`src/rtl/dwa_pkg.sv`:
```
package dwa_pkg;

  // Modular add of a count onto a pointer for a ring of n elements.
  // Valid for 0 <= ptr < n and 0 <= cnt <= n.
  function automatic int ring_add(input int ptr, input int cnt, input int n);
    int s;
    s = ptr + cnt;
    if (s >= n) s = s - n;
    return s;
  endfunction

  // Index of the element that lands on position pos after a left rotation by ptr.
  function automatic int ring_src(input int pos, input int ptr, input int n);
    int s;
    s = pos - ptr;
    if (s < 0) s = s + n;
    return s;
  endfunction

endpackage

```
`src/rtl/dwa_level_decode.sv`:
```
module dwa_level_decode #(
  parameter int NUM_ELEM = 8,
  parameter int LEVEL_W  = $clog2(NUM_ELEM/2 + 1) + 1,
  parameter int CNT_W    = $clog2(NUM_ELEM + 1)
) (
  input  logic signed [LEVEL_W-1:0] level_i,
  output logic        [CNT_W-1:0]   count_o,
  output logic        [NUM_ELEM-1:0] therm_o
);
  localparam int HALF = NUM_ELEM / 2;

  always_comb count_o = CNT_W'(int'(level_i) + HALF);

  // Thermometer pattern: the low count_o bits are set
  for (genvar g = 0; g < NUM_ELEM; g++) begin : g_therm
    assign therm_o[g] = (int'(count_o) > g);
  end

endmodule

```
`src/rtl/dwa_rotator.sv`:
```
module dwa_rotator #(
  parameter int NUM_ELEM = 8,
  parameter int PTR_W    = $clog2(NUM_ELEM)
) (
  input  logic [NUM_ELEM-1:0] therm_i,
  input  logic [PTR_W-1:0]    ptr_i,
  output logic [NUM_ELEM-1:0] rot_o
);
  import dwa_pkg::*;

  // Barrel rotation to the left by ptr_i, one mux per output bit
  for (genvar g = 0; g < NUM_ELEM; g++) begin : g_rot
    always_comb rot_o[g] = therm_i[PTR_W'(ring_src(g, int'(ptr_i), NUM_ELEM))];
  end

endmodule

```
`src/rtl/dwa_pointer.sv`:
```
module dwa_pointer #(
  parameter int NUM_ELEM = 8,
  parameter int PTR_W    = $clog2(NUM_ELEM),
  parameter int CNT_W    = $clog2(NUM_ELEM + 1)
) (
  input  logic             clk,
  input  logic             rst,
  input  logic             step_i,
  input  logic [CNT_W-1:0] count_i,
  output logic [PTR_W-1:0] ptr_o
);
  import dwa_pkg::*;

  logic [PTR_W-1:0] ptr_q;
  logic [PTR_W-1:0] ptr_d;

  always_comb ptr_d = PTR_W'(ring_add(int'(ptr_q), int'(count_i), NUM_ELEM));

  always_ff @(posedge clk) begin
    if (rst)         ptr_q <= '0;
    else if (step_i) ptr_q <= ptr_d;
  end

  assign ptr_o = ptr_q;

  AST_PTR_RESET: assert property (@(posedge clk) rst |=> ptr_q == '0);
  AST_PTR_FULL_STAYS: assert property (@(posedge clk) disable iff (rst)
    (step_i && int'(count_i) == NUM_ELEM) |=> $stable(ptr_q));
  AST_PTR_EMPTY_STAYS: assert property (@(posedge clk) disable iff (rst)
    (step_i && count_i == '0) |=> $stable(ptr_q));
  AST_PTR_IDLE_HOLD: assert property (@(posedge clk) disable iff (rst)
    !step_i |=> $stable(ptr_q));

endmodule

```
`src/rtl/dwa_selector.sv`:
```
module dwa_selector #(
  parameter int NUM_ELEM = 8,
  parameter int LEVEL_W  = $clog2(NUM_ELEM/2 + 1) + 1
) (
  input  logic                      clk,
  input  logic                      rst,
  input  logic                      sample_en,
  input  logic signed [LEVEL_W-1:0] level,
  output logic [NUM_ELEM-1:0]       elem_en
);
  localparam int PTR_W = $clog2(NUM_ELEM);
  localparam int CNT_W = $clog2(NUM_ELEM + 1);
  localparam int HALF  = NUM_ELEM / 2;

  logic [CNT_W-1:0]    count;
  logic [NUM_ELEM-1:0] therm;
  logic [NUM_ELEM-1:0] rotated;
  logic [PTR_W-1:0]    ptr;
  logic [NUM_ELEM-1:0] elem_en_q;

  dwa_level_decode #(.NUM_ELEM(NUM_ELEM), .LEVEL_W(LEVEL_W), .CNT_W(CNT_W)) u_decode (
    .level_i (level),
    .count_o (count),
    .therm_o (therm)
  );

  dwa_rotator #(.NUM_ELEM(NUM_ELEM), .PTR_W(PTR_W)) u_rotate (
    .therm_i (therm),
    .ptr_i   (ptr),
    .rot_o   (rotated)
  );

  dwa_pointer #(.NUM_ELEM(NUM_ELEM), .PTR_W(PTR_W), .CNT_W(CNT_W)) u_pointer (
    .clk     (clk),
    .rst     (rst),
    .step_i  (sample_en),
    .count_i (count),
    .ptr_o   (ptr)
  );

  always_ff @(posedge clk) begin
    if (rst)            elem_en_q <= '0;
    else if (sample_en) elem_en_q <= rotated;
  end

  assign elem_en = elem_en_q;

  AST_LEVEL_RANGE: assert property (@(posedge clk) disable iff (rst)
    sample_en |-> (int'(level) >= -HALF && int'(level) <= HALF));
  AST_RESET_CLEAR: assert property (@(posedge clk) rst |=> elem_en_q == '0);
  AST_POPCOUNT: assert property (@(posedge clk) disable iff (rst)
    sample_en |=> $countones(elem_en_q) == int'($past(level)) + HALF);
  AST_RUN_START: assert property (@(posedge clk) disable iff (rst)
    (sample_en && count != '0) |=> elem_en_q[$past(ptr)]);
  AST_RUN_EDGE: assert property (@(posedge clk) disable iff (rst)
    (sample_en && count != '0 && int'(count) < NUM_ELEM)
      |=> !elem_en_q[PTR_W'((int'($past(ptr)) + NUM_ELEM - 1) % NUM_ELEM)]);
  AST_IDLE_HOLD: assert property (@(posedge clk) disable iff (rst)
    !sample_en |=> $stable(elem_en_q));

endmodule

```
`config.mk`:
```
export PLATFORM = sky130hd
export DESIGN_NAME = dwa_selector
export DESIGN_NICKNAME = d
export VERILOG_FILES = /design/src/rtl/dwa_pkg.sv /design/src/rtl/dwa_level_decode.sv /design/src/rtl/dwa_rotator.sv /design/src/rtl/dwa_pointer.sv /design/src/rtl/dwa_selector.sv
export SDC_FILE = /design/constraint.sdc
export NUM_CORES = 1
export LEC_CHECK = 0
export ABC_CLOCK_PERIOD_IN_PS = 1700
export BUFFER_PORTS_ARGS = -buffer_cell sky130_fd_sc_hd__buf_2
export CORE_ASPECT_RATIO = 0.75
export CORE_MARGIN = 2
export CORE_UTILIZATION = 50
export CTS_CLUSTER_DIAMETER = 60
export DETAILED_ROUTE_END_ITERATION = 8
export GPL_TIMING_DRIVEN = 1
export MAX_ROUTING_LAYER = met4
export PLACE_DENSITY = 0.76
export SLEW_MARGIN = 20
export SYNTH_ARGS = -nofsm -noshare
export SYNTH_HDL_FRONTEND = slang
export SYNTH_SLANG_ARGS = --single-unit
```
`constraint.sdc`:
```
create_clock -name clk -period 1.7 [get_ports clk]
set_input_delay 0.255 -clock clk [delete_from_list [all_inputs] [get_ports clk]]
set_output_delay 0.255 -clock clk [all_outputs]
set_load 0.005 [all_outputs]
```
==> flow_summary_export.csv <==
group,metric,value,unit
yosys,dominantRegCellSynth,"dfxtp_1",
yosys,syn-num-nets,127,
clock_tree,cts_buffers,3,
hold_path,hold_class,"input pin to register",
die,initial_core_util,51.5,%
grt,global_route_usage_over_all_layers,20.8,%
sta,post-route-min-period,1.64,ns
cells_and_area,final_net_count,153,
die,die_area,2400,um2
routing,viasPerCell,5.99,
clock_tree,clk_path_buf_depth,2,
status,status,"finished, final reports clean",
grt,number_of_antenna_violations_at_the_first_check_in_global_routing,0,
clock_tree,worstSkewPairLatency,0.27,ns
grt,grt_first_pass_wirelength,3730,um
sta,worst_slew_margin_rel,66.9,%
yosys,postSynthRegisterBits,11,
yosys,yosysWarningCount,0,
placed_design,detailedPlacementHpwl,1810,um
die,core.rowCount,14,
sta,timing.final.crit_share,96.6,%
yosys,synth_top_area_cell,"dfxtp_1",
worst_setup_path,timing.critical_path.from_type,"register",
pwr,power_density_over_the_cells,746,nW/um2
sta,timing.fmax,0.609,GHz
clock_tree,tritoncts,"yes",
yosys,seq_area_frac_synth,21.8,%
grt,gr-total-overflow,0,
worst_setup_path,arrival,1.83,ns
worst_setup_path,cp_data_required_time,1.89,ns
clock_tree,clk_pin_slew_worst_paths,0.08,ns
worst_setup_path,cpPeakStageDelay,0.40,ns
yosys,synth_cell_types,37,
sta,timing.final.ws_setup,0.0574,ns
sta,tns,0,ns
clock_tree,numClockSinks,11,
cells_and_area,area.growth.synth_to_final,22.6,%
routing,detailroute.via_count,971,
yosys,synthDominantCellAreaShare,21.8,%
cells_and_area,insertedDiodeCount,0,
routing,wl_per_cell,14.2,um
yosys,synth_edf_count,0,
pwr,total_leakage_power,0.526,nW
die,design.core.area,1960,um2
yosys,post_synth_instance_area,1010,um2
routing,drt_drc_violations_left,0,
sta,worstMarginPinSlew,0.494,ns
clock_tree,clockRootBuffer,"clkbuf_4",
die,fp.dieW,55.9,um
sta,finalClockSkew,0.00186,ns
sta,number_of_setup_violations_in_the_final_report,0,
routing,firstDrtPassIters,4,
placed_design,place_congestion,0.837,
placed_design,pre_cts_ws,-0.119,ns
die,ports,15,
worst_setup_path,worst_setup_path_end_kind,"register",
yosys,post_synth_main_area_contributors,"dfxtp_1 (22%), ha_1 (7.4%), nand2_1 (5.9%)",
yosys,avgSynthCellArea,8.94,um2
worst_setup_path,crit_type,"register to register",
worst_setup_path,critical_path_peak_fanout,10,
cells_and_area,drive_gt1_share,39.1,%
placed_design,port-buffer-count,14,
yosys,synth-async-reset-ratio,0,%
yosys,postSynthCellCount,113,
routing,antenna_violating_nets_remaining,0,
yosys,post-synth-top-count-cell,"nand2_1",
yosys,most_used_standard_cells_in_the_synthesized_netlist,"nand2_1 (16), dfxtp_1 (11), ha_1 (6), nor3_1 (6)",
grt,number_of_global_route_vias_before_repair,818,
clock_tree,cts.htree.levels,1,
die,dieHeight,42.9,um
sta,unrepaired_setup_endpoints_after_global_routing,"true",
routing,routed_wl,2300,um
worst_setup_path,cpMaxStageDelayCell,"mux2i_1",
grt,grt_start_max_net_pins,12,
worst_setup_path,crit_chain,"buf_4 > nor2b_1 > mux2i_1 > a211oi_1 > o41ai_2",
routing,detailedRoute.firstIterationViolations,20,
sta,hold_violations,0,
sta,final_max_slew_viol_count,0,
pwr,power.ir.vdd_worst,0.000471,V
run,cap_viol_max_count,0,
-- path summary, 6_finish.rpt --
kind                            slack [ns]          startpoint                  to  cells after the start
worst max-delay path                  0.06  u_pointer.ptr_o[0]          elem_en[0]                      5
worst min-delay path                  0.19                 rst  u_pointer.ptr_o[0]                      2
worst max register to register        0.06  u_pointer.ptr_o[0]          elem_en[0]                      5
worst min register to register        0.45          elem_en[4]          elem_en[4]                      2
-- registers in the layout, indices dropped and copies added, names as in the netlist --
| register | cells |
|---|---|
| elem_en | 8 |
| u_pointer.ptr_o | 3 |
-- layer usage --
| metal | vias to the layer above | GRT usage (%) | wire length, um |
|---|---|---|---|
| met2 | 19 | 30.2 | 993 |
| met3 | 4 | 2.13 | 72 |
| li1 | 479 | - | - |
| met5 | - | - | 0 |
| met4 | 0 | 10.0 | 35 |
| met1 | 469 | 29.0 | 1200 |
-- layout make-up --
cell class	instances	area (um2)
clock buffers	4	26.3
fillers	176	724
inverters	5	18.8
multi-input cells	91	772
flip-flops and latches	11	223
well taps	24	30.0
repair buffers	27	168
-- cell families after synthesis --
group / after synthesis / synth area share [%]
compound gates: 22 / 21.4
flops: 11 / 21.8
mux: 5 / 5.20
fa+ha+maj: 7 / 9.42
simple gates: 51 / 31.7
buf+inv: 11 / 5.20
xor+xnor: 6 / 5.21
-- layout by cell type (no fill, tap or decap), types with 2 or more instances in the layout --
cell type | netlist | layout
inv_2 | 1 | 2
nor2b_1 | 2 | 2
o31ai_1 | 4 | 4
nor2_1 | 5 | 5
xnor2_1 | 3 | 3
nor3_1 | 6 | 6
nand2_1 | 16 | 16
a311oi_2 | 2 | 2
buf_4 | 2 | 13
o32ai_1 | 4 | 4
nor4_2 | 4 | 4
dfxtp_2 | 0 | 2
clkbuf_4 | 0 | 3
o41ai_2 | 3 | 3
buf_2 | 2 | 14
mux2_2 | 2 | 2
a211oi_1 | 5 | 5
inv_1 | 4 | 3
dfxtp_1 | 11 | 9
nor4_1 | 4 | 3
nand2b_1 | 3 | 3
nor3b_1 | 2 | 2
ha_1 | 6 | 5
nor3_2 | 2 | 2
nor3b_2 | 2 | 2
xor2_1 | 3 | 2
mux2i_1 | 3 | 3
-- worst max-delay path, delay by kind of cell, from the launching register on --
family	cells	cell delay (ns)
muxes	1	0.40
AOI/OAI and AO/OA	2	0.46
DFF	1	0.36
and+or+nand+nor	1	0.15
buffers and inverters	1	0.18
-- power by group --
part           leakage, nW  switching, mW  internal, mW
Combinational        0.419          0.218         0.193
Clock               0.0150         0.0974        0.0910
Sequential          0.0918         0.0295         0.294
-- metrics by stage --
step / hold WS (ns) / cells / power, mW / util (%) / cell area [um2]
global placement: 0.430 / 158 / 0.703 / 60.3 / 1180
CTS: 0.178 / 162 / 0.903 / 61.6 / 1210
floorplan: 0.320 / 113 / 0.603 / - / 1030
finish: 0.193 / 162 / 0.923 / 63.1 / 1240
global route: 0.197 / 162 / 0.973 / 63.1 / 1240
detailed placement: 0.435 / 158 / 0.716 / 60.3 / 1180
-- repair_timing --
action / 4_1_cts / 5_1_grt
gates resized for setup: 0 / 3
setup endpoints to repair: 0 / 4
setup buffers: 0 / 0
hold buffers: 0 / 0
(Power assumes the default switching activity.)
